## config.mk

```make
export PLATFORM = sky130hd
export DESIGN_NAME = prio_intc
export DESIGN_NICKNAME = d
export VERILOG_FILES = /design/src/rtl/intc_pkg.sv /design/src/rtl/intc_regs.sv /design/src/rtl/intc_arb.sv /design/src/rtl/prio_intc.sv
export SDC_FILE = /design/constraint.sdc
export NUM_CORES = 2
export LEC_CHECK = 0
export ABC_CLOCK_PERIOD_IN_PS = 24800
export BUFFER_PORTS_ARGS = -buffer_cell sky130_fd_sc_hd__buf_4
export CORE_UTILIZATION = 45
export DETAILED_ROUTE_END_ITERATION = 10
export MAX_ROUTING_LAYER = met4
export SLEW_MARGIN = 20
export SYNTH_ARGS = -nofsm -noshare
export SYNTH_HDL_FRONTEND = slang
export SYNTH_HIERARCHICAL = 1
export SYNTH_SLANG_ARGS = --single-unit
export TNS_END_PERCENT = 20
```

## constraint.sdc

```tcl
create_clock -name clk -period 24.8 [get_ports clk]
set_clock_uncertainty 0.2 [all_clocks]
set_input_delay 2.48 -clock clk [delete_from_list [all_inputs] [get_ports clk]]
set_output_delay 2.48 -clock clk [all_outputs]
set_load 0.1 [all_outputs]
```

## src/rtl/intc_pkg.sv

```systemverilog
package intc_pkg;
    localparam int N_SRC  = 64;
    localparam int LVL_W  = 8;
    localparam int IDX_W  = $clog2(N_SRC);
    localparam int ADDR_W = 8;
    localparam int DATA_W = 32;
    localparam int VEC_W  = 8;

    localparam logic [ADDR_W-1:0] A_PEND_HI  = 8'h00;
    localparam logic [ADDR_W-1:0] A_PEND_LO  = 8'h04;
    localparam logic [ADDR_W-1:0] A_MASK_HI  = 8'h08;
    localparam logic [ADDR_W-1:0] A_MASK_LO  = 8'h0C;
    localparam logic [ADDR_W-1:0] A_FORCE_HI = 8'h10;
    localparam logic [ADDR_W-1:0] A_FORCE_LO = 8'h14;
    localparam logic [ADDR_W-1:0] A_MSET     = 8'h1C;
    localparam logic [ADDR_W-1:0] A_MCLR     = 8'h1D;
    localparam logic [ADDR_W-1:0] A_ACK      = 8'hE0;

    typedef logic [N_SRC-1:0][LVL_W-1:0] prio_arr_t;

    typedef struct packed {
        logic             vld;
        logic [LVL_W-1:0] lvl;
        logic [IDX_W-1:0] idx;
    } node_t;

    typedef struct packed {
        logic [LVL_W-1:0] lvl;
        logic [VEC_W-1:0] vec;
    } out_t;
endpackage

```

## src/rtl/intc_regs.sv

```systemverilog
module intc_regs
    import intc_pkg::*;
(
    input  logic              clk,
    input  logic              rst_n,
    input  logic [N_SRC-1:0]  irq_i,
    input  logic              bus_vld_i,
    input  logic              bus_wr_i,
    input  logic [ADDR_W-1:0] bus_addr_i,
    input  logic [DATA_W-1:0] bus_wdata_i,
    input  logic [VEC_W-1:0]  vec_i,
    output logic [DATA_W-1:0] rdata_o,
    output logic [N_SRC-1:0]  pend_o,
    output logic [N_SRC-1:0]  mask_o,
    output logic [N_SRC-1:0]  force_o,
    output prio_arr_t         prio_o
);
    localparam int HALF = N_SRC / 2;

    typedef struct packed {
        logic [N_SRC-1:0] pend;
        logic [N_SRC-1:0] mask;
        logic [N_SRC-1:0] frc;
        prio_arr_t        prio;
    } st_t;

    st_t st_d, st_q;
    logic wen, ren;

    assign wen = bus_vld_i & bus_wr_i;
    assign ren = bus_vld_i & ~bus_wr_i;

    always_comb begin
        st_d      = st_q;
        st_d.pend = irq_i;
        if (wen) begin
            case (bus_addr_i)
                A_MASK_HI:  st_d.mask[N_SRC-1:HALF] = bus_wdata_i;
                A_MASK_LO:  st_d.mask[HALF-1:0]     = bus_wdata_i;
                A_FORCE_HI: st_d.frc[N_SRC-1:HALF]  = bus_wdata_i;
                A_FORCE_LO: st_d.frc[HALF-1:0]      = bus_wdata_i;
                A_MSET: begin
                    if (bus_wdata_i[6]) st_d.mask = '1;
                    else                st_d.mask[bus_wdata_i[IDX_W-1:0]] = 1'b1;
                end
                A_MCLR: begin
                    if (bus_wdata_i[6]) st_d.mask = '0;
                    else                st_d.mask[bus_wdata_i[IDX_W-1:0]] = 1'b0;
                end
                default: begin
                    if (bus_addr_i[7:6] == 2'b01)
                        st_d.prio[bus_addr_i[IDX_W-1:0]] = bus_wdata_i[LVL_W-1:0];
                end
            endcase
        end
    end

    always_ff @(posedge clk) begin
        if (!rst_n) begin
            st_q.pend <= '0;
            st_q.mask <= '1;
            st_q.frc  <= '0;
            st_q.prio <= '0;
        end else begin
            st_q <= st_d;
        end
    end

    always_comb begin
        rdata_o = '0;
        if (ren) begin
            case (bus_addr_i)
                A_PEND_HI:  rdata_o = st_q.pend[N_SRC-1:HALF];
                A_PEND_LO:  rdata_o = st_q.pend[HALF-1:0];
                A_MASK_HI:  rdata_o = st_q.mask[N_SRC-1:HALF];
                A_MASK_LO:  rdata_o = st_q.mask[HALF-1:0];
                A_FORCE_HI: rdata_o = st_q.frc[N_SRC-1:HALF];
                A_FORCE_LO: rdata_o = st_q.frc[HALF-1:0];
                A_ACK:      rdata_o = {{(DATA_W-VEC_W){1'b0}}, vec_i};
                default: begin
                    if (bus_addr_i[7:6] == 2'b01)
                        rdata_o = {{(DATA_W-LVL_W){1'b0}}, st_q.prio[bus_addr_i[IDX_W-1:0]]};
                end
            endcase
        end
    end

    assign pend_o  = st_q.pend;
    assign mask_o  = st_q.mask;
    assign force_o = st_q.frc;
    assign prio_o  = st_q.prio;
endmodule

```

## src/rtl/intc_arb.sv

```systemverilog
module intc_arb
    import intc_pkg::*;
(
    input  logic [N_SRC-1:0] cand_i,
    input  prio_arr_t        prio_i,
    output node_t            win_o
);
    localparam int NODES = 2 * N_SRC - 1;
    localparam int LEAF0 = N_SRC - 1;

    node_t nd [NODES];

    for (genvar j = 0; j < N_SRC; j++) begin : g_leaf
        always_comb begin
            nd[LEAF0+j].vld = cand_i[j];
            nd[LEAF0+j].lvl = prio_i[j];
            nd[LEAF0+j].idx = IDX_W'(j);
        end
    end

    // Left child covers lower indices; right wins ties.
    for (genvar i = 0; i < N_SRC - 1; i++) begin : g_node
        always_comb begin
            if (nd[2*i+2].vld && (!nd[2*i+1].vld || nd[2*i+2].lvl >= nd[2*i+1].lvl))
                nd[i] = nd[2*i+2];
            else
                nd[i] = nd[2*i+1];
        end
    end

    assign win_o = nd[0];
endmodule

```

## src/rtl/prio_intc.sv

```systemverilog
module prio_intc
    import intc_pkg::*;
#(
    parameter int VEC_BASE = 64,
    parameter int VEC_IDLE = 24
) (
    input  logic        clk,
    input  logic        rst_n,
    input  logic [63:0] irq_i,
    input  logic        bus_vld_i,
    input  logic        bus_wr_i,
    input  logic [7:0]  bus_addr_i,
    input  logic [31:0] bus_wdata_i,
    output logic [31:0] bus_rdata_o,
    output logic [7:0]  cpu_level_o,
    output logic [7:0]  cpu_vector_o
);
    logic [N_SRC-1:0] pend_w, mask_w, force_w, en_w, cand_w;
    prio_arr_t        prio_w;
    node_t            win_w;
    out_t             out_d, out_q;

    intc_regs u_regs (
        .clk         (clk),
        .rst_n       (rst_n),
        .irq_i       (irq_i),
        .bus_vld_i   (bus_vld_i),
        .bus_wr_i    (bus_wr_i),
        .bus_addr_i  (bus_addr_i),
        .bus_wdata_i (bus_wdata_i),
        .vec_i       (out_q.vec),
        .rdata_o     (bus_rdata_o),
        .pend_o      (pend_w),
        .mask_o      (mask_w),
        .force_o     (force_w),
        .prio_o      (prio_w)
    );

    for (genvar k = 0; k < N_SRC; k++) begin : g_en
        assign en_w[k] = |prio_w[k];
    end

    assign cand_w = (pend_w | force_w) & en_w & ~mask_w;

    intc_arb u_arb (
        .cand_i (cand_w),
        .prio_i (prio_w),
        .win_o  (win_w)
    );

    always_comb begin
        out_d = out_q;
        if (win_w.vld) begin
            out_d.lvl = win_w.lvl;
            out_d.vec = VEC_W'(VEC_BASE) + VEC_W'(win_w.idx);
        end else begin
            out_d.lvl = '0;
            out_d.vec = VEC_W'(VEC_IDLE);
        end
    end

    always_ff @(posedge clk) begin
        if (!rst_n) begin
            out_q.lvl <= '0;
            out_q.vec <= VEC_W'(VEC_IDLE);
        end else begin
            out_q <= out_d;
        end
    end

    assign cpu_level_o  = out_q.lvl;
    assign cpu_vector_o = out_q.vec;
endmodule

```

After elaboration in Yosys (flattened, before gate mapping). Index checks and enable logic that the tools add are counted.

Register bits after elaboration: 720. Bits in latches: 0. Bits in writable memories: 0. Memory bits (read-only): 0. Memories kept: 0.

Add/sub/neg operators: 1. Multipliers: 0. Divide/modulo/power cells: 0. $lt $le $gt $ge: 67. Equality and inequality tests: 9. Shift operators: 0. Mux-type cells: 77. Bitwise operators: 11. Reduce and logical (&&, ||, !) cells: 265.

Operators by type and width (number): 15-bit two-way mux (63); 512-bit bitwise mux (1); 8-bit OR reduction (64); 8-bit greater-or-equal comparator (63); 32-bit case mux with 7 select lines (1); 64-bit AND (3); 32-bit case mux with 3 select lines (2); 64-bit two-way mux (2); 64-bit inverter (2); 64-bit OR (2); 1-bit logical AND (65); 1-bit zero test (63); 1-bit logical OR (63); 8-bit binary-select mux with 6-bit select (1); 8-bit demux with 6-bit select (1); 8-bit by 5-bit equality test with 1-bit output (second input constant) (4); 32-bit two-way mux (1); 8-bit two-way mux (3); 8-bit by 4-bit equality test with 1-bit output (second input constant) (2); 6-bit by 7-bit < comparator with 1-bit output (second input constant) (2); 6-bit by 1-bit greater-or-equal comparator with 1-bit output (second input constant) (2); 2-bit AND reduction (5); 7-bit by 6-bit adder with 8-bit output (first input constant) (1); 8-bit by 3-bit equality test with 1-bit output (second input constant) (1); other kinds (10) (13).

Longest topological paths before layout.
Depth after elaboration: 28. Gate-level depth with buffers: 57.

Cells and area by module. Netlist, hierarchy kept.

Modules (own cells, without submodules): intc_regs (times used 1, cells each 4002, area an instance 33644.8 um2); intc_arb (times used 1, cells each 2676, area an instance 19897.8 um2); prio_intc (times used 1, cells each 290, area an instance 1939.4 um2).

Least setup slack after synthesis. OpenSTA, ideal clock, no wires.

Kind: register -> register. Start: register u_regs.st_q, in the netlist u_regs/prio_o[201]. End: register out_q, in the netlist cpu_level_o[1]. Setup time: 116 ps. Arrival time: 10972 ps. Required time: 24484 ps. Slack: 13512 ps. Cell stages (with the launch flop): 52. Clock period less this slack: 11288 ps. Cell sequence: dfxtp_1 -> nor4_1 -> a211oi_1 -> o211ai_1 -> o32ai_1 -> clkbuf_1 -> mux2i_1 -> inv_1 -> ha_1 -> nand2b_1 -> a2111oi_0 -> nor3_1 -> o22ai_1 -> clkbuf_1 -> o21a_1 -> inv_1 -> ha_1 -> or4_1 -> [... 16 more ...] -> o21ai_0 -> a31o_2 -> clkbuf_1 -> clkbuf_1 -> clkbuf_1 -> o21a_1 -> a2bb2oi_1 -> ha_1 -> nor2b_1 -> o21ai_0 -> a31oi_4 -> or3b_1 -> or2_1 -> buf_2 -> o22a_1 -> o2111a_1 -> nor4bb_1 -> and3_1.

RTL lines: start, declared (RTL line intc_regs.sv:27) `st_t st_d, st_q;`; start signal, assigned (RTL line intc_regs.sv:65) `st_q <= st_d;`; end signal, assigned (RTL line prio_intc.sv:67) `out_q <= out_d;`; end, declared (RTL line prio_intc.sv:21) `out_t out_d, out_q;`.

==> metrics.yaml <==
status:
  status: "finished clean"
timing:
  fin_crit_sh: 0.588
  hold_viol: 0
  fmax_mhz: 68.6
  max-slew-margin-rel: 0.145
  tightest_slew_ns: 1.28
  tns_ns: 0
  slew_viol_final: 0
  setup_viol: 0
  period_minus_slack_ns: 14.58
  rsz0062_at_grt: "no"
layout:
  final_nets: 7464
  syn_to_final_growth_pct: 9.69
  drive_gt1_frac: 0.0882
grt:
  antenna_found_initial: 26
  grt_util_all_layers: 0.453
  grt_first_pass_wirelength_um: 398000
  grt_start_max_net_pins: 206
  grt_pass1_vias: 52000
  grt_remaining_overflow: 0
power:
  ir_worst_vdd_v: 0.0000494
  p_comb_frac: 0.075
  finalPower_mw: 2.75
  power.internal_mw: 2.02
  p_switching_mw: 0.733
  pwr-share-clk: 0.500
  seqPwrFrac: 0.426
  power.share.switching: 0.266
  power_density_mw_per_mm2: 45.2
  p_leak_nw: 22.7
clock_network:
  cts_made_buffers: 87
  cts-root-buf: "clkbuf_16"
  hold_buffers: 0
  cts_setup_buffers: 0
  post_cts_resized: 0
  path_clk_slew_ns: 0.06
  worstSkewPairLatency_ns: 0.72
  htree_levels: 3
  clock_path_buffers: 3
  cts.sinks: 719
  cts_tree: "yes"
yosys:
  synth_cells: 6968
  yosysWarnings: 6
  yosysTopAreaCell: "dfxtp_1"
  synth_top_family_by_area: "compound AO/OA/AOI/OAI gates"
  synth_edf_count: 0
  synth-simple-area-share: 0.188
  avgSynthCellArea_um2: 7.96
  async_flop_share: 0
  yosys-top-cells-count: "dfxtp_1, nand2_1, mux2i_1"
  yosysTopAreaCellShare: 0.259
  yosysSeqAreaShare: 0.259
  yosys.area_share.xor_xnor: 0
  yosys.area_share.adder: 0.114
  synthMuxAreaShare: 0.126
  synth_area_leaders: "dfxtp_1, ha_1, mux2i_1"
  netlist_area_mm2: 0.0555
  synth.distinct_cells: 94
  synth_flop_cell: "dfxtp_1"
  synth.most_common_cell: "dfxtp_1"
  ys_seq_elements: 719
  synth_compound_area_frac: 0.245
placement:
  gp_congestion: 1.15
  dpl.hpwl_um: 213000
  port_buffers: 154
flow_run:
  cap_violations: 0
critical_path:
  critPathKind: "flop to flop"
  cp_slowest_stage_delay_ns: 1.04
  cp.required_ns: 25.21
  cp-start-kind: "flop"
  crit_path_top_delay_cell: "nor3b_1"
  path_common_cell: "ha_1"
  cp-end-kind: "flop"
  cp.arrival_ns: 14.99
  cp_max_fo: 31
detailed_routing:
  antenna_left: 0
  drc: 0
  dr.pass1.iters: 7
  via_count: 56900
  avgViaCountPerCell: 6.65
  drt_wl_total_um: 286000
  drt_iter0_drc: 8429
  wl_per_cell_um: 33.3
floorplanning:
  dieHeight_um: 353
  die_w_um: 353
  ioPinCount: 156
  initial_core_util: 0.455
  rows: 128
  dieArea_mm2: 0.125
  core_region_area_mm2: 0.122
worst_hold_path:
  hold_class: "flop to flop"
[metrics by stage]
stage / hold WS (ns) / cell area [um2] / util / setup slack (ns) / cells
after CTS: 0.273 / 60800 / 0.498 / 10.63 / 8542
final: 0.272 / 60900 / 0.499 / 10.22 / 8565
after detailed placement: 0.264 / 57800 / 0.474 / 10.75 / 8388
after global placement: 0.255 / 57800 / 0.474 / 10.54 / 8388
after global routing: 0.291 / 60900 / 0.499 / 9.64 / 8563
after floorplan: 0.245 / 55500 / - / 13.51 / 6969
[worst paths after layout]
kind                                         start                 end  depth (start not counted)  slack (ns)
worst max-delay path            u_regs/prio_o[503]      cpu_level_o[1]                         49       10.22
worst min-delay path            u_regs/force_o[34]  u_regs/force_o[34]                          2        0.27
worst max register to register  u_regs/prio_o[503]      cpu_level_o[1]                         49       10.22
worst min register to register  u_regs/force_o[34]  u_regs/force_o[34]                          2        0.27
[cell usage in the layout, fill, tap and decap left out, types with 23 or more instances in the layout]
cell type	n
o21a_1	35
nor2_2	23
a21oi_1	293
o21ai_1	43
nand3_1	308
nand4_1	50
ha_1	504
nor3_1	50
inv_1	491
nor2b_1	186
a21o_1	80
nor2_1	305
a211oi_1	193
a22o_1	33
dfxtp_1	719
a221oi_1	43
mux2_2	89
a22oi_1	165
mux2i_1	595
nand2_1	699
and3_1	44
a31oi_1	25
and2_1	90
o22ai_1	142
nand2b_1	86
a21boi_0	423
nor4_1	141
buf_4	258
o21ai_0	272
clkbuf_16	88
diode_2	23
[power groups by stage]
stage	logic, mW	clock network [mW]	registers [mW]
3_3_place_gp	0.196	0	1.20
5_1_grt	0.204	1.43	1.17
3_5_place_dp	0.196	0	1.20
2_1_floorplan	0.103	0	1.19
4_1_cts	0.196	1.38	1.17
6_report	0.206	1.37	1.17
[cells by family (layout without fill, tap and decap cells)]
kind of cell | after synthesis | count (layout)
other cells | 1 | 25
fa+ha+maj | 504 | 504
mux | 685 | 685
compound gates | 1981 | 1981
flops | 719 | 719
buf+inv | 963 | 911
simple gates | 2115 | 2115
[metal layers]
metal / vias to the layer above / wire length [um] / track usage
met5: - / 0 / -
met2: 3380 / 119000 / 0.647
met3: 798 / 31600 / 0.130
met1: 27700 / 115000 / 0.571
met4: 0 / 19200 / 0.249
li1: 25100 / - / -
[state kept, by name, summed over array words and instances, names as in the netlist]
name            cells
cpu_level_o         8
cpu_vector_o        7
u_regs/force_o     64
u_regs/mask_o      64
u_regs/pend_o      64
u_regs/prio_o     512
[worst max-delay path, delay by kind of cell, from the launching register on]
family	cells	cell delay, ns
compound gates	23	5.99
simple gates	14	3.95
fa+ha+maj	5	1.52
mux	3	1.40
buf+inv	4	0.87
flops	1	0.49
[area by class of cell]
| class | instances | area (um2) |
|---|---|---|
| antenna | 23 | 57.6 |
| inverter | 493 | 1850 |
| tap | 1625 | 2030 |
| fill | 12100 | 61200 |
| timing repair buffer | 264 | 2030 |
| multi-input combinational | 5287 | 37500 |
| clock inverter | 39 | 559 |
| sequential | 719 | 14400 |
| clock buffer | 115 | 2410 |
Note: power is estimated with default switching activity, not from simulation.
